===== config.mk =====
export PLATFORM = sky130hd
export DESIGN_NAME = phy_link_seq
export DESIGN_NICKNAME = d
export VERILOG_FILES = /design/src/rtl/phy_seq_pkg.sv /design/src/rtl/phy_pwr_fsm.sv /design/src/rtl/lane_stop_mask.sv /design/src/rtl/clk_lane_fsm.sv /design/src/rtl/phy_link_seq.sv
export SDC_FILE = /design/constraint.sdc
export NUM_CORES = 1
export LEC_CHECK = 0
export ABC_AREA = 1
export ABC_CLOCK_PERIOD_IN_PS = 2009
export BUFFER_PORTS_ARGS = -buffer_cell sky130_fd_sc_hd__buf_4
export CAP_MARGIN = 5
export CORE_MARGIN = 1.5
export CORE_UTILIZATION = 30
export DETAILED_ROUTE_END_ITERATION = 10
export SLEW_MARGIN = 20
export SYNTH_ARGS = -nofsm -noshare
export SYNTH_HDL_FRONTEND = slang
export SYNTH_SLANG_ARGS = --single-unit

===== constraint.sdc =====
create_clock -name clk_i -period 2.01 [get_ports clk_i]
set_clock_uncertainty 0.1 [all_clocks]
set_input_delay 0.201 -clock clk_i [delete_from_list [all_inputs] [get_ports clk_i]]
set_output_delay 0.201 -clock clk_i [all_outputs]
set_load 0.05 [all_outputs]

===== src/rtl/phy_seq_pkg.sv =====
`timescale 1ns/1ps
package phy_seq_pkg;
  typedef enum logic [2:0] {
    PW_OFF, PW_HOLD, PW_ENCLK, PW_SHUT, PW_LOCK, PW_STOP, PW_READY, PW_FAULT
  } pwr_state_e;

  typedef enum logic [2:0] {
    CL_IDLE, CL_CLK_UP, CL_DAT_UP, CL_ACTIVE, CL_DAT_DN, CL_STOP_WAIT, CL_CLK_DN
  } clk_state_e;

  // status bit carrying stop state of data lane i
  function automatic int lane_stat_bit(input int i);
    return (i == 0) ? 4 : 5 + 2 * i;
  endfunction
endpackage


===== src/rtl/phy_pwr_fsm.sv =====
`timescale 1ns/1ps
module phy_pwr_fsm
  import phy_seq_pkg::*;
#(
  parameter int HOLD_CYC = 7,
  parameter int STEP_CYC = 3,
  parameter int TO_W     = 16
) (
  input  logic            clk_i,
  input  logic            rst_ni,
  input  logic            start_i,
  input  logic [TO_W-1:0] timeout_i,
  input  logic            lock_i,
  input  logic            clk_stop_i,
  input  logic            dat0_stop_i,
  output logic            en_clk_o,
  output logic            shut_n_o,
  output logic            rst_n_o,
  output logic            ready_o,
  output logic            fault_o
);
  localparam int SEQ_MAX = (HOLD_CYC > STEP_CYC) ? HOLD_CYC : STEP_CYC;
  localparam int SEQ_W   = $clog2(SEQ_MAX + 2);

  pwr_state_e       state_q, state_d;
  logic [SEQ_W-1:0] seq_q, seq_d;
  logic [TO_W-1:0]  to_q, to_d;

  always_comb begin
    state_d = state_q;
    seq_d   = seq_q;
    to_d    = to_q;
    unique case (state_q)
      PW_OFF: if (start_i) begin
        state_d = PW_HOLD;
        seq_d   = SEQ_W'(HOLD_CYC);
      end
      PW_HOLD: if (seq_q == '0) begin
        state_d = PW_ENCLK;
        seq_d   = SEQ_W'(STEP_CYC);
      end else seq_d = seq_q - 1'b1;
      PW_ENCLK: if (seq_q == '0) begin
        state_d = PW_SHUT;
        seq_d   = SEQ_W'(STEP_CYC);
      end else seq_d = seq_q - 1'b1;
      PW_SHUT: if (seq_q == '0) begin
        state_d = PW_LOCK;
        to_d    = '0;
      end else seq_d = seq_q - 1'b1;
      PW_LOCK: if (lock_i) begin
        state_d = PW_STOP;
        to_d    = '0;
      end else if (to_q == timeout_i) state_d = PW_FAULT;
      else to_d = to_q + 1'b1;
      PW_STOP: if (clk_stop_i && dat0_stop_i) state_d = PW_READY;
      else if (to_q == timeout_i) state_d = PW_FAULT;
      else to_d = to_q + 1'b1;
      default: ;
    endcase
  end

  always_ff @(posedge clk_i or negedge rst_ni) begin
    if (!rst_ni) begin
      state_q <= PW_OFF;
      seq_q   <= '0;
      to_q    <= '0;
    end else begin
      state_q <= state_d;
      seq_q   <= seq_d;
      to_q    <= to_d;
    end
  end

  assign en_clk_o = state_q inside {PW_ENCLK, PW_SHUT, PW_LOCK, PW_STOP, PW_READY};
  assign shut_n_o = state_q inside {PW_SHUT, PW_LOCK, PW_STOP, PW_READY};
  assign rst_n_o  = state_q inside {PW_LOCK, PW_STOP, PW_READY};
  assign ready_o  = (state_q == PW_READY);
  assign fault_o  = (state_q == PW_FAULT);
endmodule


===== src/rtl/lane_stop_mask.sv =====
`timescale 1ns/1ps
module lane_stop_mask #(
  parameter int LANES = 4,
  localparam int LCW  = $clog2(LANES)
) (
  input  logic [LCW-1:0]   lane_cnt_i,
  input  logic [LANES-1:0] stop_i,
  output logic             all_stop_o
);
  logic [LANES-1:0] ok;

  for (genvar g = 0; g < LANES; g++) begin : g_lane
    assign ok[g] = stop_i[g] | (LCW'(g) > lane_cnt_i);
  end

  assign all_stop_o = &ok;
endmodule


===== src/rtl/clk_lane_fsm.sv =====
`timescale 1ns/1ps
module clk_lane_fsm
  import phy_seq_pkg::*;
#(
  parameter int CLK_TW = 10,
  parameter int DAT_TW = 8
) (
  input  logic              clk_i,
  input  logic              rst_ni,
  input  logic              ready_i,
  input  logic              auto_i,
  input  logic              hs_req_i,
  input  logic              tx_req_i,
  input  logic              lanes_stopped_i,
  input  logic [CLK_TW-1:0] clk_lp2hs_i,
  input  logic [CLK_TW-1:0] clk_hs2lp_i,
  input  logic [DAT_TW-1:0] dat_lp2hs_i,
  input  logic [DAT_TW-1:0] dat_hs2lp_i,
  output logic              clk_hs_req_o,
  output logic              tx_go_o
);
  localparam int TW = (CLK_TW > DAT_TW) ? CLK_TW : DAT_TW;

  clk_state_e    state_q, state_d;
  logic [TW-1:0] cnt_q, cnt_d;
  logic          hs_q, go_q;

  always_comb begin
    state_d = state_q;
    cnt_d   = cnt_q;
    if (!(ready_i && auto_i)) begin
      state_d = CL_IDLE;
    end else begin
      unique case (state_q)
        CL_IDLE: if (tx_req_i) begin
          state_d = CL_CLK_UP;
          cnt_d   = TW'(clk_lp2hs_i);
        end
        CL_CLK_UP: if (cnt_q == '0) begin
          state_d = CL_DAT_UP;
          cnt_d   = TW'(dat_lp2hs_i);
        end else cnt_d = cnt_q - 1'b1;
        CL_DAT_UP: if (cnt_q == '0) state_d = CL_ACTIVE;
        else cnt_d = cnt_q - 1'b1;
        CL_ACTIVE: if (!tx_req_i) begin
          state_d = CL_DAT_DN;
          cnt_d   = TW'(dat_hs2lp_i);
        end
        CL_DAT_DN: if (cnt_q == '0) state_d = CL_STOP_WAIT;
        else cnt_d = cnt_q - 1'b1;
        CL_STOP_WAIT: if (lanes_stopped_i) begin
          state_d = CL_CLK_DN;
          cnt_d   = TW'(clk_hs2lp_i);
        end
        CL_CLK_DN: if (cnt_q == '0) state_d = CL_IDLE;
        else cnt_d = cnt_q - 1'b1;
        default: state_d = CL_IDLE;
      endcase
    end
  end

  always_ff @(posedge clk_i or negedge rst_ni) begin
    if (!rst_ni) begin
      state_q <= CL_IDLE;
      cnt_q   <= '0;
      hs_q    <= 1'b0;
      go_q    <= 1'b0;
    end else begin
      state_q <= state_d;
      cnt_q   <= cnt_d;
      hs_q    <= ready_i && (auto_i ? (state_d != CL_IDLE) : hs_req_i);
      go_q    <= ready_i && (auto_i ? (state_d == CL_ACTIVE) : (tx_req_i && hs_req_i));
    end
  end

  assign clk_hs_req_o = hs_q;
  assign tx_go_o      = go_q;
endmodule


===== src/rtl/phy_link_seq.sv =====
`timescale 1ns/1ps
module phy_link_seq
  import phy_seq_pkg::*;
#(
  parameter int LANES    = 4,
  parameter int CLK_TW   = 10,
  parameter int DAT_TW   = 8,
  parameter int TO_W     = 16,
  parameter int HOLD_CYC = 7,
  parameter int STEP_CYC = 3,
  localparam int LCW     = $clog2(LANES),
  localparam int STAT_W  = 4 + 2 * LANES
) (
  input  logic              clk_i,
  input  logic              rst_ni,
  input  logic              start_i,
  input  logic              force_pll_i,
  input  logic              auto_clk_i,
  input  logic              hs_clk_req_i,
  input  logic              tx_req_i,
  input  logic [LCW-1:0]    lane_cnt_i,
  input  logic [TO_W-1:0]   timeout_i,
  input  logic [CLK_TW-1:0] clk_lp2hs_i,
  input  logic [CLK_TW-1:0] clk_hs2lp_i,
  input  logic [DAT_TW-1:0] dat_lp2hs_i,
  input  logic [DAT_TW-1:0] dat_hs2lp_i,
  input  logic              phy_lock_i,
  input  logic              clk_stop_i,
  input  logic [LANES-1:0]  dat_stop_i,
  output logic [3:0]        phy_ctrl_o,
  output logic [STAT_W-1:0] status_o,
  output logic              clk_hs_req_o,
  output logic              tx_go_o,
  output logic              ready_o,
  output logic              fault_o
);
  logic en_clk, shut_n, rst_n, ready, all_stop, force_q;
  logic [STAT_W-1:0] stat_d, stat_q;

  phy_pwr_fsm #(
    .HOLD_CYC(HOLD_CYC), .STEP_CYC(STEP_CYC), .TO_W(TO_W)
  ) pwr_i (
    .clk_i(clk_i), .rst_ni(rst_ni), .start_i(start_i), .timeout_i(timeout_i),
    .lock_i(phy_lock_i), .clk_stop_i(clk_stop_i), .dat0_stop_i(dat_stop_i[0]),
    .en_clk_o(en_clk), .shut_n_o(shut_n), .rst_n_o(rst_n),
    .ready_o(ready), .fault_o(fault_o)
  );

  lane_stop_mask #(.LANES(LANES)) mask_i (
    .lane_cnt_i(lane_cnt_i), .stop_i(dat_stop_i), .all_stop_o(all_stop)
  );

  clk_lane_fsm #(.CLK_TW(CLK_TW), .DAT_TW(DAT_TW)) clk_i_fsm (
    .clk_i(clk_i), .rst_ni(rst_ni), .ready_i(ready), .auto_i(auto_clk_i),
    .hs_req_i(hs_clk_req_i), .tx_req_i(tx_req_i), .lanes_stopped_i(all_stop),
    .clk_lp2hs_i(clk_lp2hs_i), .clk_hs2lp_i(clk_hs2lp_i),
    .dat_lp2hs_i(dat_lp2hs_i), .dat_hs2lp_i(dat_hs2lp_i),
    .clk_hs_req_o(clk_hs_req_o), .tx_go_o(tx_go_o)
  );

  always_comb begin
    stat_d    = '0;
    stat_d[0] = phy_lock_i;
    stat_d[2] = clk_stop_i;
    for (int i = 0; i < LANES; i++) stat_d[lane_stat_bit(i)] = dat_stop_i[i];
  end

  always_ff @(posedge clk_i or negedge rst_ni) begin
    if (!rst_ni) begin
      stat_q  <= '0;
      force_q <= 1'b0;
    end else begin
      stat_q  <= stat_d;
      force_q <= force_pll_i;
    end
  end

  assign status_o   = stat_q;
  assign ready_o    = ready;
  assign phy_ctrl_o = {force_q, en_clk, rst_n, shut_n};
endmodule


## Yosys cells after proc, flatten, opt, wreduce, memory -nomap -nowiden

Cells that the tools add are included.

- Register bits after elaboration: 45
- Bits of input ports: 67
- Output and inout bits: 20
- Logic and storage cells: 103

- Add/sub/neg operators: 3
- Order comparisons: 4
- Eq/ne operators: 25
- Mux-type cells: 34
- Bitwise logic cells: 4
- Reduce and logical (&&, ||, !) cells: 24

Operators by type and width:

| cell | number |
|---|---|
| two-way mux 16 bit | 4 |
| two-way mux 10 bit | 5 |
| case mux 10 bit (5 select lines) | 1 |
| case mux 16 bit (3 select lines) | 1 |
| two-way mux 3 bit | 15 |
| equality test 3 bit (second input constant) | 7 |
| case mux 3 bit (7 select lines) | 1 |
| case mux 3 bit (6 select lines) | 1 |
| adder 16 x 1 -> 16 bit (second input constant) | 1 |
| equality test 16 bit | 1 |
| equality test 3 x 2 -> 1 bit (second input constant) | 5 |
| inequality test 2 bit (second input constant) | 7 |
| two-way mux 4 bit | 3 |
| case mux 4 bit (3 select lines) | 1 |
| nonzero test 3 bit | 4 |
| zero test 10 bit | 1 |
| nonzero test 5 bit | 2 |
| subtractor 10 x 1 -> 10 bit (second input constant) | 1 |
| equality test 3 x 1 -> 1 bit (second input constant) | 2 |
| zero test 3 bit | 2 |
| inequality test 2 x 1 -> 1 bit (second input constant) | 3 |
| AND reduction 3 bit | 2 |
| AND reduction 6 bit | 1 |
| nonzero test 6 bit | 1 |
| 12 further kinds | 22 |

## Logic depth before layout (Yosys ltp)

- Word-level depth: 9
- Mapped depth: 13
- Gate-level depth less buffers: 13

## Modules after synthesis

Synthesis repeated with hierarchy kept, for this count alone.

- Cells, all modules: 521
- Area, all modules: 3369.5 µm²

By module, submodules not included:

| module | instances | cells an instance | area an instance (µm²) | sequential area each (µm²) |
|---|---|---|---|---|
| phy_pwr_fsm | 1 | 281 | 1744.2 | 575.6 |
| clk_lane_fsm | 1 | 214 | 1338.8 | 375.4 |
| phy_link_seq | 1 | 18 | 254.0 | 175.2 |
| lane_stop_mask | 1 | 8 | 32.5 | 0.0 |

## Worst setup path before layout

OpenSTA, ideal clock, no wires.

- Kind: register to register
- From: register pwr_i.state_q[0]
- To: register clk_i_fsm.cnt_q[4]
- Arrival time: 1854 ps
- Data required time: 1830 ps
- Slack: -23 ps
- Cell stages (with the launch flop): 10
- Clock period less this slack: 2033 ps
- Cell sequence: dfrtp_1 -> buf_4 -> nor3_4 -> inv_2 -> nor2_8 -> o211ai_4 -> nor2_8 -> buf_12 -> nand2_1 -> o22ai_2

- Cells in the longest elaborated chain, start to end: 3

RTL lines:

| element | line | source |
|---|---|---|
| start: declaration | phy_pwr_fsm.sv:25 | `pwr_state_e state_q, state_d;` |
| start signal: assignment | phy_pwr_fsm.sv:68 | `state_q <= state_d;` |
| equality test 3 bit | phy_pwr_fsm.sv:77 | `assign ready_o = (state_q == PW_READY);` |
| via ready_o | phy_link_seq.sv:34 | `output logic ready_o,` |
| logical AND 1 bit | clk_lane_fsm.sv:31 | `if (!(ready_i && auto_i)) begin` |
| AND reduction 6 bit (no line) | -- |  |
| end signal: assignment | clk_lane_fsm.sv:70 | `cnt_q <= cnt_d;` |
| end: declaration | clk_lane_fsm.sv:25 | `logic [TW-1:0] cnt_q, cnt_d;` |

The timed path passes the listed nets, and every way through them passes these cells.
A chain may end at the register's enable or synchronous reset.

## Final worst setup path

- From: register pwr_i.state_q[2]
- To: output port phy_ctrl_o[1]

- Cells in the longest elaborated chain, start to end: 2
- Elaborated cells on any way between the ends: 4
- Classes of those cells: eq/ne (3); reduce/logical (1)

RTL lines:

| element | line | source |
|---|---|---|
| equality test 3 bit | phy_pwr_fsm.sv:76 | `assign rst_n_o = state_q inside {PW_LOCK, PW_STOP, PW_READY};` |
| nonzero test 3 bit (*) | phy_pwr_fsm.sv:76 |  |
| end: declaration | phy_link_seq.sv:30 | `output logic [3:0] phy_ctrl_o,` |

Every way passes the cells marked *; elsewhere a longest branch is shown, timed or not.

==> results.cfg <==
[worst_hold_path]
min_path_type = in2reg
whs_endpoint = clk_i_fsm.cnt_q[2]
min_path_cells = 3
hp-start = clk_lp2hs_i[2]

[drt]
viasPerCell = 4.64
drt_iter0_drc = 186
drt_pass1_iterations = 4
detail-route-antenna-nets = 0
wirelength_mm = 8.68
vias = 3455
wl_per_cell_um = 11.7
drc_errors = 0

[worst_setup_path]
critPathSlowestCell = dfrtp_2
r2r-end = clk_i_fsm.cnt_q[2]
cp-startpoint = pwr_i.state_q[2]
critical-path-max-stage-delay_ns = 0.49
cp_cell_sequence = ha_1, buf_4, or2_2, buf_4
rrSetupSlack_ns = 0.12
critPathTopFamily = flip-flops
cp_max_fo = 8
critPathLaunchType = flop
worstSetupPathType = reg2out
reg2reg_from = pwr_i.state_q[2]
cp.depth = 4
path_common_cell = buf_4
cp_data_required_time_ns = 1.71
end_kind = output port
rr_worst_depth = 9
crit_arrival_ns = 1.64
cp_num_buf_inv = 2

[clock_tree]
path_clk_slew_ns = 0.07
root_buffer = clkbuf_16
numCtsBuffers = 5
htree_levels = 2
clk_path_buf_depth = 2
tritoncts = built
clock_sinks = 45
clk_latency_ns = 0.29

[floorplanning]
placeableCoreArea_um2 = 10900
start_util = 0.310
dieArea_um2 = 12000
die_w_um = 109
die_h_um = 109
fp-row-count = 38
pin_count = 87

[placed_design]
postPlaceCellArea_um2 = 4150
place_hpwl_mm = 6.89
port_buffers = 80
place_congestion = 0.858

[synthesis]
yosysTopAreaCell = dfrtp_1
synthCells = 500
synth-edff-count = 0
syn_area_um2 = 3390
synthTopCellsByArea = dfrtp_1 33%, nand2_1 16%, inv_1 7.7%
ys_async_sr_fraction = 1.00
synth_top_area_frac = 0.332
synth_warnings = 0
yosys_most_used_dff = dfrtp_1
syn_avg_cell_area_um2 = 6.78
synth_seq_area_share = 0.332
synth_cell_types = 46
ys_ff_latch = 45

[cells_and_area]
fin_util = 0.410
area_growth_syn_to_layout_pct = 32.2
fin_nets = 676
drive_gt1_frac = 0.237
postLayoutCellArea_um2 = 4490
fillers = 1158
n_antenna_cell = 0

[flow_run]
drv_cap = 0

[timing]
tns_ns = 0
worst_slew_pin_slew_ns = 0.610
rsz0062_at_grt = true
fin_crit_ns = 1.94
post-route-period-util = 0.964
drv_slew = 0
slew_headroom = 0.583
hold_viol_final = 0
fmax_mhz = 516
setup_viol = 0

[status]
outcome = finished, final reports clean

[grt]
grt-ovfl-total = 0
antenna_found_initial = 0
grt_start_max_net_pins = 46
grt_pass1_wl_mm = 14.3
grt_pass1_vias = 3242
track_usage = 0.150

[pwr]
leakagePower_nw = 2.38
finalPower_mw = 2.59
irDropWorstVdd_v = 0.000324
power.density_nw_per_um2 = 577
[synth_stat cells (8+ instances only)]
| cell | count |
|---|---|
| a21oi_1 | 20 |
| buf_4 | 11 |
| dfrtp_1 | 45 |
| inv_1 | 70 |
| nand2_1 | 146 |
| nand3_1 | 34 |
| nand4_1 | 11 |
| nor2_1 | 55 |
| nor3_1 | 8 |
| o21ai_0 | 18 |
| o21ai_1 | 9 |
| xor2_1 | 10 |
[per-layer routing]
metal  vias to the layer above  GRT usage  share of wire
met2                        93      0.270           0.49
li1                       1792          -              -
met3                         8     0.0249          0.048
met4                         0     0.0213         0.0069
met5                         -          0              0
met1                      1562      0.191           0.45
[layout by cell type (no fill, tap or decap), types with 7 or more instances in the layout]
cell and count:
nand2_1 146, inv_1 69, nand3_1 34, dlygate4sd3_1 8, nor2_1 53, o21ai_1 11
nand4_1 11, xor2_1 10, buf_4 97, o21ai_0 16, dfrtp_1 43, a21oi_1 19
nor3_1 7
[cell type report]
class / instances / area [µm²] / share of cell area
sequential: 45 / 1130 / 0.252
clock inverter: 1 / 30.0 / 0.00669
clock buffer: 7 / 143 / 0.0318
timing repair buffer: 106 / 820 / 0.183
tap: 140 / 175 / 0.0391
multi-input combinational: 368 / 1900 / 0.423
inverter: 77 / 294 / 0.0656
[kinds of logic after synthesis]
family          Yosys count  share of synthesized area
xor+xnor                 12                     0.0310
flops                    45                      0.332
buf+inv                  93                      0.124
compound gates           69                      0.131
simple gates            274                      0.360
other cells               1                    0.00111
fa+ha+maj                 6                     0.0221
[flip-flops by register name, indices dropped and copies added (netlist names)]
register                flops
clk_i_fsm.state_q           3
force_q                     1
pwr_i.state_q               3
clk_i_fsm.clk_hs_req_o      1
status_o                    6
clk_i_fsm.tx_go_o           1
pwr_i.to_q                 16
pwr_i.seq_q                 4
clk_i_fsm.cnt_q            10
[repair_timing]
item,4_1_cts,5_1_grt
hold buffers,8,0
gates cloned,0,1
gates resized for setup,0,12
endpoints found under the setup margin,1,24
pin swaps,0,2
hold endpoints to repair,52,0
buffers inserted,1,5
[worst max-delay path by stage]
stage,slack (ns),to
global route,-0.05,pwr_i.to_q[12]
finish,0.07,phy_ctrl_o[1]
global placement,0.11,clk_i_fsm.cnt_q[5]
CTS,0.02,clk_i_fsm.cnt_q[6]
floorplan,-0.002,clk_i_fsm.cnt_q[4]
detailed placement,0.04,clk_i_fsm.cnt_q[5]
[power by group]
part           total [mW]  switching [mW]  internal (mW)
registers            1.01          0.0434          0.963
clock network       0.965           0.344          0.622
logic               0.615           0.343          0.272
total                2.59           0.730           1.86
[stage by stage]
stage	hold slack (ns)	setup WS [ns]	instances
floorplan	-0.195	-0.00180	505
global placement	0.154	0.109	721
detailed placement	0.154	0.0359	721
CTS	0.0641	0.0217	738
global route	0.0759	-0.0489	744
finish	0.0656	0.0723	744
[worst register-to-register path, stage by stage (launching register included)]
cell and delay [ns]:
dfrtp_2 0.49, inv_4 0.08, nor3_4 0.24, inv_2 0.12
nor2_8 0.17, o211ai_4 0.11, nor2_8 0.22, buf_4 0.16
nand2_1 0.06, o22ai_2 0.07
No activity file was read; power rests on OpenSTA's default activity.
